$ cat src/rtl/hub_mailbox.sv
module hub_mailbox #(
  parameter int PULSE_LEN = 4,
  parameter int CTL_N     = 15,
  parameter int RES_N     = 32
) (
  input  logic       clk,
  input  logic       rst_n,
  input  logic       h_start,
  input  logic       h_stop,
  input  logic       h_valid,
  input  logic [7:0] h_wdata,
  output logic [7:0] h_rdata,
  output logic       host_irq_n,
  output logic       cfg_spi3w,
  input  logic       cpu_we,
  input  logic [6:0] cpu_addr,
  input  logic [7:0] cpu_wdata,
  output logic [7:0] cpu_rdata,
  input  logic       cpu_ack,
  output logic       cmd_posted,
  input  logic [7:0] fifo_data,
  input  logic       fifo_empty,
  output logic       fifo_pop,
  output logic       fifo_underflow
);
  localparam logic [6:0] I_CFG  = 7'h00, I_MSK0 = 7'h01, I_MSK1 = 7'h02;
  localparam logic [6:0] I_STAT = 7'h08, I_REQ0 = 7'h09, I_REQ1 = 7'h0A;
  localparam logic [6:0] I_ERR0 = 7'h0B, I_ERR1 = 7'h0C;
  localparam logic [6:0] I_CTL  = 7'h10;
  localparam logic [6:0] I_CTLE = I_CTL + 7'(CTL_N - 1);
  localparam logic [6:0] I_ENT  = I_CTLE + 7'd1;
  localparam logic [6:0] I_RES  = I_ENT + 7'd1;
  localparam logic [6:0] I_RESE = I_RES + 7'(RES_N - 1);
  localparam logic [6:0] I_FIFO = I_RESE + 7'd1;
  localparam int CW  = $clog2(PULSE_LEN + 1);
  localparam int CTW = $clog2(CTL_N);
  localparam int RW  = $clog2(RES_N);
  localparam logic [1:0] PH_IDLE = 2'd0, PH_ADDR = 2'd1, PH_DATA = 2'd2;

  logic [1:0]  ph;
  logic        rd_mode;
  logic [6:0]  idx;
  logic        cfg_fixed, cfg_lvl;
  logic [7:0]  msk0, msk1, status, req0, req1, err0, err1;
  logic [7:0]  ctl [CTL_N];
  logic [7:0]  res [RES_N];
  logic        entry;
  logic [15:0] pend, pend_q;
  logic [CW-1:0] pcnt;

  wire addr_byte = h_valid && (ph == PH_ADDR);
  wire data_byte = h_valid && (ph == PH_DATA);
  wire hw = data_byte && !rd_mode;
  wire hr = data_byte && rd_mode;
  wire [6:0] ctl_off = idx - I_CTL;
  wire [6:0] cres_off = cpu_addr - I_RES;
  wire in_ctl = (idx >= I_CTL) && (idx <= I_CTLE);
  wire cpu_in_res = (cpu_addr >= I_RES) && (cpu_addr <= I_RESE);
  wire set_entry = hw && (idx == I_ENT) && h_wdata[0];
  wire [7:0] set0 = (cpu_we && cpu_addr == I_REQ0) ? cpu_wdata : 8'h00;
  wire [7:0] set1 = (cpu_we && cpu_addr == I_REQ1) ? cpu_wdata : 8'h00;

  function automatic logic [7:0] rd_val(input logic [6:0] a, input logic host);
    logic [6:0] off;
    off = a - I_CTL;
    if (a == I_CFG)                     return {cfg_fixed, cfg_spi3w, 3'b000, cfg_lvl, 2'b00};
    else if (a == I_MSK0)               return msk0;
    else if (a == I_MSK1)               return msk1;
    else if (a == I_STAT)               return status;
    else if (a == I_REQ0)               return req0;
    else if (a == I_REQ1)               return req1;
    else if (a == I_ERR0)               return err0;
    else if (a == I_ERR1)               return err1;
    else if (a >= I_CTL && a <= I_CTLE) return ctl[off[CTW-1:0]];
    else if (a == I_ENT)                return {7'b0, entry};
    else if (a >= I_RES && a <= I_RESE) begin
      off = a - I_RES;
      return res[off[RW-1:0]];
    end
    else if (a == I_FIFO && host)       return fifo_empty ? 8'h00 : fifo_data;
    return 8'h00;
  endfunction

  assign h_rdata   = rd_val(idx, 1'b1);
  assign cpu_rdata = rd_val(cpu_addr, 1'b0);
  assign fifo_pop  = hr && (idx == I_FIFO) && !fifo_empty;
  assign cmd_posted = entry;
  assign pend = {req1 & ~msk1, req0 & ~msk0};
  assign host_irq_n = cfg_lvl ? ~|pend : (pcnt == '0);

  always_ff @(posedge clk or negedge rst_n) begin
    if (!rst_n) begin
      ph <= PH_IDLE;
      rd_mode <= 1'b0;
      idx <= '0;
    end else if (h_start) begin
      ph <= PH_ADDR;
    end else if (h_stop) begin
      ph <= PH_IDLE;
    end else if (addr_byte) begin
      ph <= PH_DATA;
      rd_mode <= h_wdata[7];
      idx <= h_wdata[6:0];
    end else if (data_byte && !cfg_fixed && idx != I_FIFO) begin
      idx <= idx + 7'd1;
    end
  end

  always_ff @(posedge clk or negedge rst_n) begin
    if (!rst_n) begin
      cfg_fixed <= 1'b0;
      cfg_spi3w <= 1'b0;
      cfg_lvl <= 1'b0;
      msk0 <= 8'hFF;
      msk1 <= 8'hFF;
      for (int i = 0; i < CTL_N; i++) ctl[i] <= 8'h00;
    end else if (hw) begin
      if (idx == I_CFG) begin
        cfg_fixed <= h_wdata[7];
        cfg_spi3w <= h_wdata[6];
        cfg_lvl <= h_wdata[2];
      end
      if (idx == I_MSK0) msk0 <= h_wdata;
      if (idx == I_MSK1) msk1 <= h_wdata;
      if (in_ctl) ctl[ctl_off[CTW-1:0]] <= h_wdata;
    end
  end

  always_ff @(posedge clk or negedge rst_n) begin
    if (!rst_n) begin
      status <= 8'hFE;
      err0 <= 8'h00;
      err1 <= 8'h00;
      for (int i = 0; i < RES_N; i++) res[i] <= 8'h00;
    end else if (cpu_we) begin
      if (cpu_addr == I_STAT) status <= cpu_wdata;
      if (cpu_addr == I_ERR0) err0 <= cpu_wdata;
      if (cpu_addr == I_ERR1) err1 <= cpu_wdata;
      if (cpu_in_res) res[cres_off[RW-1:0]] <= cpu_wdata;
    end
  end

  always_ff @(posedge clk or negedge rst_n) begin
    if (!rst_n) begin
      req0 <= 8'h00;
      req1 <= 8'h00;
      entry <= 1'b0;
      fifo_underflow <= 1'b0;
    end else begin
      req0 <= ((hr && idx == I_REQ0) ? 8'h00 : req0) | set0;
      req1 <= ((hr && idx == I_REQ1) ? 8'h00 : req1) | set1;
      if (set_entry) entry <= 1'b1;
      else if (cpu_ack) entry <= 1'b0;
      if (hr && idx == I_FIFO && fifo_empty) fifo_underflow <= 1'b1;
    end
  end

  always_ff @(posedge clk or negedge rst_n) begin
    if (!rst_n) begin
      pend_q <= '0;
      pcnt <= '0;
    end else begin
      pend_q <= pend;
      if (cfg_lvl) pcnt <= '0;
      else if (|(pend & ~pend_q)) pcnt <= CW'(PULSE_LEN);
      else if (pcnt != '0) pcnt <= pcnt - 1'b1;
    end
  end
endmodule


$ cat config.mk
export PLATFORM = sky130hd
export DESIGN_NAME = hub_mailbox
export DESIGN_NICKNAME = d
export VERILOG_FILES = /design/src/rtl/hub_mailbox.sv
export SDC_FILE = /design/constraint.sdc
export NUM_CORES = 1
export LEC_CHECK = 0
export ABC_AREA = 1
export BUFFER_PORTS_ARGS = -buffer_cell sky130_fd_sc_hd__buf_2
export CELL_PAD_IN_SITES_DETAIL_PLACEMENT = 0
export CELL_PAD_IN_SITES_GLOBAL_PLACEMENT = 1
export CORE_ASPECT_RATIO = 0.9
export CORE_MARGIN = 2
export CORE_UTILIZATION = 40
export CTS_CLUSTER_SIZE = 16
export DETAILED_ROUTE_END_ITERATION = 10
export GPL_TIMING_DRIVEN = 0
export PLACE_DENSITY_LB_ADDON = 0.15
export SLEW_MARGIN = 20
export SYNTH_ARGS = -nofsm -noshare
export SYNTH_HDL_FRONTEND = slang
export SYNTH_SLANG_ARGS = --single-unit
$ cat constraint.sdc
create_clock -name clk -period 3.46 [get_ports clk]
set_input_delay 0.692 -clock clk [delete_from_list [all_inputs] [get_ports clk]]
set_output_delay 0.692 -clock clk [all_outputs]
set_load 0.03 [all_outputs]
Yosys cells after proc, flatten, opt, wreduce, memory -nomap -nowiden
Cells that the tools add are included.
Operators by class
  add/subtract/negate cells: 6
  order comparisons: 14
  eq/ne operators: 20
  mux-type cells: 82
  bitwise logic cells: 14
  reduce and logical (&&, ||, !) cells: 45
Operators with widths (count)
  2-to-1 mux 8 bit: 40
  bitwise mux 256 bit: 1
  bitwise mux 120 bit: 1
  binary-select mux 8 bit (select 5 bit): 2
  == test 7 x 4 -> 1 bit (second input constant): 10
  binary-select mux 8 bit (select 4 bit): 2
  demux 8 bit (select 5 bit): 1
  demux 8 bit (select 4 bit): 1
  OR reduction 16 bit: 2
  2-to-1 mux 1 bit: 26
  logical AND 1 bit: 21
  bitwise AND 16 bit: 1
  bitwise AND 8 bit: 2
  inverter 16 bit: 1
  inverter 8 bit: 2
  bitwise OR 8 bit: 2
  AND reduction 2 bit: 8
  == test 7 x 1 -> 1 bit (second input constant): 2
  == test 7 x 2 -> 1 bit (second input constant): 2
  == test 7 x 5 -> 1 bit (second input constant): 2
  greater-or-equal comparator 7 x 5 -> 1 bit (second input constant): 2
  greater-or-equal comparator 7 x 6 -> 1 bit (second input constant): 2
  less-or-equal comparator 7 x 5 -> 1 bit (second input constant): 2
  less-or-equal comparator 7 x 6 -> 1 bit (second input constant): 2
  other kinds (24): 44
Storage, ports and cells
  bits in registers: 466
  input port bits: 39
  output and inout bits: 21
  word-level logic and storage cells: 245

Depth between registers and ports, before layout
  word-level depth: 17
  mapped depth: 25

Least setup slack after synthesis
OpenSTA, ideal clock, no wires.
  kind: reg-to-output
  start: register idx[0]
  end: output port h_rdata[7]
  data arrival time: 2761 ps
  data required time: 2768 ps
  slack: 7 ps
  stages on the path, launching flop included: 21
  buffers on the path: 4
  cells stage by stage: dfrtp_1 > buf_4 > inv_2 > buf_2 > buf_4 > buf_4 > ha_1 > inv_1 > nor3_2 > nor2_1 > inv_2 > a41oi_1 > nand2_1 > nand2_1 > nand2_1 > nand2_1 > nand2_1 > nand2_1 > nand2_1 > nand2_1 > a21oi_1
On the way
  word-level cells in the longest chain between the ends: 17
Ends and longest elaborated chain
  from (decl): line 42  | logic [6:0] idx;
  from (signal assigned): line 103  | idx <= h_wdata[6:0];
  from (signal assigned): line 105  | idx <= idx + 7'd1;
  subtractor 5 x 1 -> 5 bit: line 77  | off = a - I_RES;
  inverter 5 -> 6 bit (not written as such): line 78  | return res[off[RW-1:0]];
  binary-select mux 8 bit (select 5 bit): line 78
  2-to-1 mux 8 bit (not written as such) (2 in a row): line 78
  2-to-1 mux 8 bit: line 76  | else if (a >= I_RES && a <= I_RESE) begin
  2-to-1 mux 8 bit: line 75  | else if (a == I_ENT) return {7'b0, entry};
  2-to-1 mux 8 bit: line 74  | else if (a >= I_CTL && a <= I_CTLE) return ctl[off[CTW-1:0]];
  2-to-1 mux 8 bit: line 73  | else if (a == I_ERR1) return err1;
  2-to-1 mux 8 bit: line 72  | else if (a == I_ERR0) return err0;
  2-to-1 mux 8 bit: line 71  | else if (a == I_REQ1) return req1;
  2-to-1 mux 8 bit: line 70  | else if (a == I_REQ0) return req0;
  2-to-1 mux 8 bit: line 69  | else if (a == I_STAT) return status;
  2-to-1 mux 8 bit: line 68  | else if (a == I_MSK1) return msk1;
  2-to-1 mux 8 bit: line 67  | else if (a == I_MSK0) return msk0;
  2-to-1 mux 8 bit: line 66  | if (a == I_CFG) return {cfg_fixed, cfg_spi3w, 3'b000, cfg_lvl, 2'b00};
  2-to-1 mux 8 bit (*): line 81  | return 8'h00;
  to (decl): line 12  | output logic [7:0] h_rdata,
Every way passes the cells marked *; elsewhere a longest branch is shown, timed or not. The select of a mux whose other input is x is not followed.

Final worst setup path
  start: register idx[0]
  end: output port h_rdata[2]
The elaborated chain is that of the path after synthesis.

==> flow_metrics.py <==
metrics = {
    "drt": {
        "routed_wirelength_mm": 138,
        "avgViaCountPerCell": 6.47,
        "route.detailed.drc": 0,
        "ant_nets": 0,
        "num_vias": 27340,
        "drt_iter0_drc": 4451,
        "post_drt_wl_per_cell_um": 32.6,
        "drtPass1Iterations": 6,
    },
    "worst_setup_path": {
        "cpPeakStageDelay_ns": 0.52,
        "cp.arrival_ns": 3.54,
        "cp_common_cell": "nand2_2",
        "critPathRequiredTime_ns": 2.77,
        "worst-path-max-fanout": 7,
        "worstPathCellList": "buf_12 -> nand2_4 -> buf_12 -> buf_12 -> buf_12 -> o221ai_2 -> nand2_1 -> nand4_1 -> o211ai_1 -> nand2_1 -> nand2_2 -> nand2_2 -> nand2_2 -> nand2_2 -> nand2_2 -> nand2_2 -> a21oi_2 -> buf_6",
        "slowest_stage": "o211ai_1",
        "cp-start-kind": "flop",
        "path_class": "reg -> out",
        "setup.worst_path.end_class": "primary output",
        "critPathTopFamily": "simple AND/OR/NAND/NOR gates",
        "crit_buf_inv": 5,
    },
    "sta": {
        "setup_slack_ns": -0.772,
        "final_hold_viol_count": 0,
        "finalSetupViolations": 16,
        "max_slew_margin_pct": 20.6,
        "fin_crit_sh_pct": 122,
        "rsz0062_at_grt": "true",
        "worst_pin_slew_ns": 1.19,
        "tns_ns": -7.09,
        "period_minus_slack_ns": 4.23,
        "maxSlewViolCount": 0,
        "fin_skew_ns": 0.0224,
        "max_freq_mhz": 236,
    },
    "synth": {
        "synth_seq_cells": 466,
        "synth_edf_count": 0,
        "synth_nets": 3179,
        "synth_flop_cell": "dfrtp_1",
        "synth.most_common_cell": "nand2_1",
        "synth.area.top_cells": "dfrtp_1 (46%), nand2_1 (15%), o21ai_0 (11%)",
        "synth_top_area_share_pct": 45.5,
        "syn_inst": 3134,
        "synth_seq_area_share_pct": 48.0,
        "synth_area_um2": 24300,
        "synth.distinct_cells": 50,
        "synthTopCellsByCount": "nand2_1 (995), o21ai_0 (520), dfrtp_1 (443)",
        "ys_warn_count": 0,
        "postSynth.asyncResetShare_pct": 100,
        "yosysTopAreaCell": "dfrtp_1",
        "syn_avg_cell_area_um2": 7.77,
    },
    "floorplan": {
        "core_area_um2": 60000,
        "rows": 85,
        "die_x_um": 264,
        "start_util_pct": 40.6,
        "dieHeight_um": 238,
        "ioPinCount": 60,
        "dieArea_um2": 62900,
    },
    "placed_design": {
        "io_buffers": 57,
        "dp_slack_ns": -1.64,
        "hpwl_mm": 96.3,
        "finalWeightedCongestion": 1.01,
    },
    "clock_network": {
        "cts.sinks": 466,
        "cts-root-buf": "clkbuf_16",
        "insertion_delay_ns": 0.63,
        "htree_levels": 2,
        "cts_tree": "done",
        "cts_buffers": 52,
        "clk_pin_slew_worst_paths_ns": 0.06,
        "clk_path_buf_depth": 3,
    },
    "run_status": {
        "violations": "setup timing",
        "status": "finished with violations",
    },
    "finish": {
        "multiInputGateArea_um2": 12800,
        "seqCellArea_um2": 11700,
        "syn2layout_area_growth_pct": 32.8,
        "fin_nets": 3447,
        "drive_above_1_share_pct": 22.6,
        "postLayoutCoreUtil_pct": 53.9,
        "antenna_cells": 0,
        "n_fill_cell": 5681,
    },
    "power_and_ir_drop": {
        "power_frac_comb_pct": 38.5,
        "p_clk_share_pct": 30.9,
        "p_sw_share_pct": 39.4,
        "power.switching_mw": 8.12,
        "power.leakage_nw": 14.0,
        "powerDensity_nw_per_um2": 636,
        "ir_drop_v": 0.000396,
        "intPower_mw": 12.5,
        "pwr-share-seq_pct": 30.6,
    },
    "global_routing": {
        "grt_pass1_vias": 25365,
        "gr-usage-all-layers_pct": 43.1,
        "grt_first_pass_wirelength_mm": 191,
        "antenna_found_initial": 5,
        "grt_overflow": 0,
        "grt_max_degree": 101,
    },
    "job": {
        "cap_viol_max_count": 0,
    },
    "hold_path": {
        "hold_class": "in -> reg",
    },
}
[routing by layer]
metal | part of all wire [%] | global-route usage [%] | wire length, µm
met4 | 6.5 | 24.2 | 8950
met2 | 40 | 59.3 | 54600
met5 | 0.019 | 0 | 26
met1 | 41 | 60.4 | 55800
met3 | 13 | 12.5 | 18200
[registers in the layout (all words and copies together), names as in the netlist]
signal,flops
pcnt,3
ph,2
rd_mode,1
status,8
req0,8
cfg_fixed,1
req1,8
err1,8
idx,7
cfg_lvl,1
res,256
cmd_posted,1
cfg_spi3w,1
msk1,8
ctl,120
msk0,8
pend_q,16
fifo_underflow,1
err0,8
[final timing paths]
kind / from / end / slack (ns) / cells after the start
setup / recovery: idx[0] / h_rdata[2] / -0.77 / 18
hold / removal: cpu_ack / cmd_posted / 0.26 / 2
setup reg to reg: idx[0] / ctl[33] / 0.34 / 11
hold reg to reg: res[150] / res[150] / 0.49 / 2
max in group asynchronous: rst_n / idx[3] / 1.30 / 5
min in group asynchronous: rst_n / res[80] / 0.56 / 2
[stage by stage]
stage | std cells | hold slack, ns | power, mW | cell area (µm²)
after floorplan | 3134 | 0.396 | 8.95 | 24300
after global placement | 3974 | 0.460 | 11.7 | 25600
after detailed placement | 3982 | 0.473 | 11.7 | 25800
after CTS | 4177 | 0.245 | 19.6 | 31000
after global routing | 4226 | 0.273 | 21.0 | 32300
final | 4226 | 0.264 | 20.6 | 32300
[timing repair]
| item | 4_1_cts | 5_1_grt |
|---|---|---|
| buffers inserted | 97 | 52 |
| pin swaps | 113 | 129 |
| hold endpoints to repair | 43 | 0 |
| gates cloned | 2 | 4 |
| gates resized for setup | 625 | 225 |
| endpoints found under the setup margin | 32 | 17 |
| hold buffers | 1 | 0 |
[power groups by stage]
stage | Clock [mW] | Sequential (mW) | Combinational [mW]
after floorplan | 0 | 6.13 | 2.82
after global placement | 0 | 6.30 | 5.39
after detailed placement | 0 | 6.31 | 5.44
after CTS | 6.38 | 6.25 | 6.92
after global routing | 6.62 | 6.32 | 8.03
final | 6.35 | 6.30 | 7.92
[cell type report]
| cell class | count | area share (%) |
|---|---|---|
| well taps | 783 | 3.03 |
| multi-input cells | 2304 | 39.5 |
| clock buffers | 72 | 4.60 |
| repair buffers | 218 | 6.90 |
| flip-flops and latches | 466 | 36.2 |
| clock inverters | 23 | 1.34 |
| plain buffers | 199 | 6.26 |
| inverters | 161 | 2.17 |
[cell families (layout without fill, tap and decap cells)]
group	after synthesis	in the layout	synth area share, %
simple gates	1298	1298	21.5
compound gates	1000	1000	24.0
flops	466	466	48.0
buf+inv	364	673	6.13
fa+ha+maj	6	6	0.308
[cells in the final DEF (no fill, tap or decap), types with 42 or more instances in the layout]
cell type  instances
o21ai_0          501
a22oi_1           91
inv_1            128
o22ai_1           73
dfrtp_1          439
buf_6             50
clkbuf_1          98
nand2_1          924
buf_2             42
nor2_1            90
buf_12            74
a21oi_2           44
nand3_1           80
clkbuf_16         59
a21oi_1          107
o221ai_1          54
buf_4            110
nand2_2           65
(Power assumes the default switching activity.)
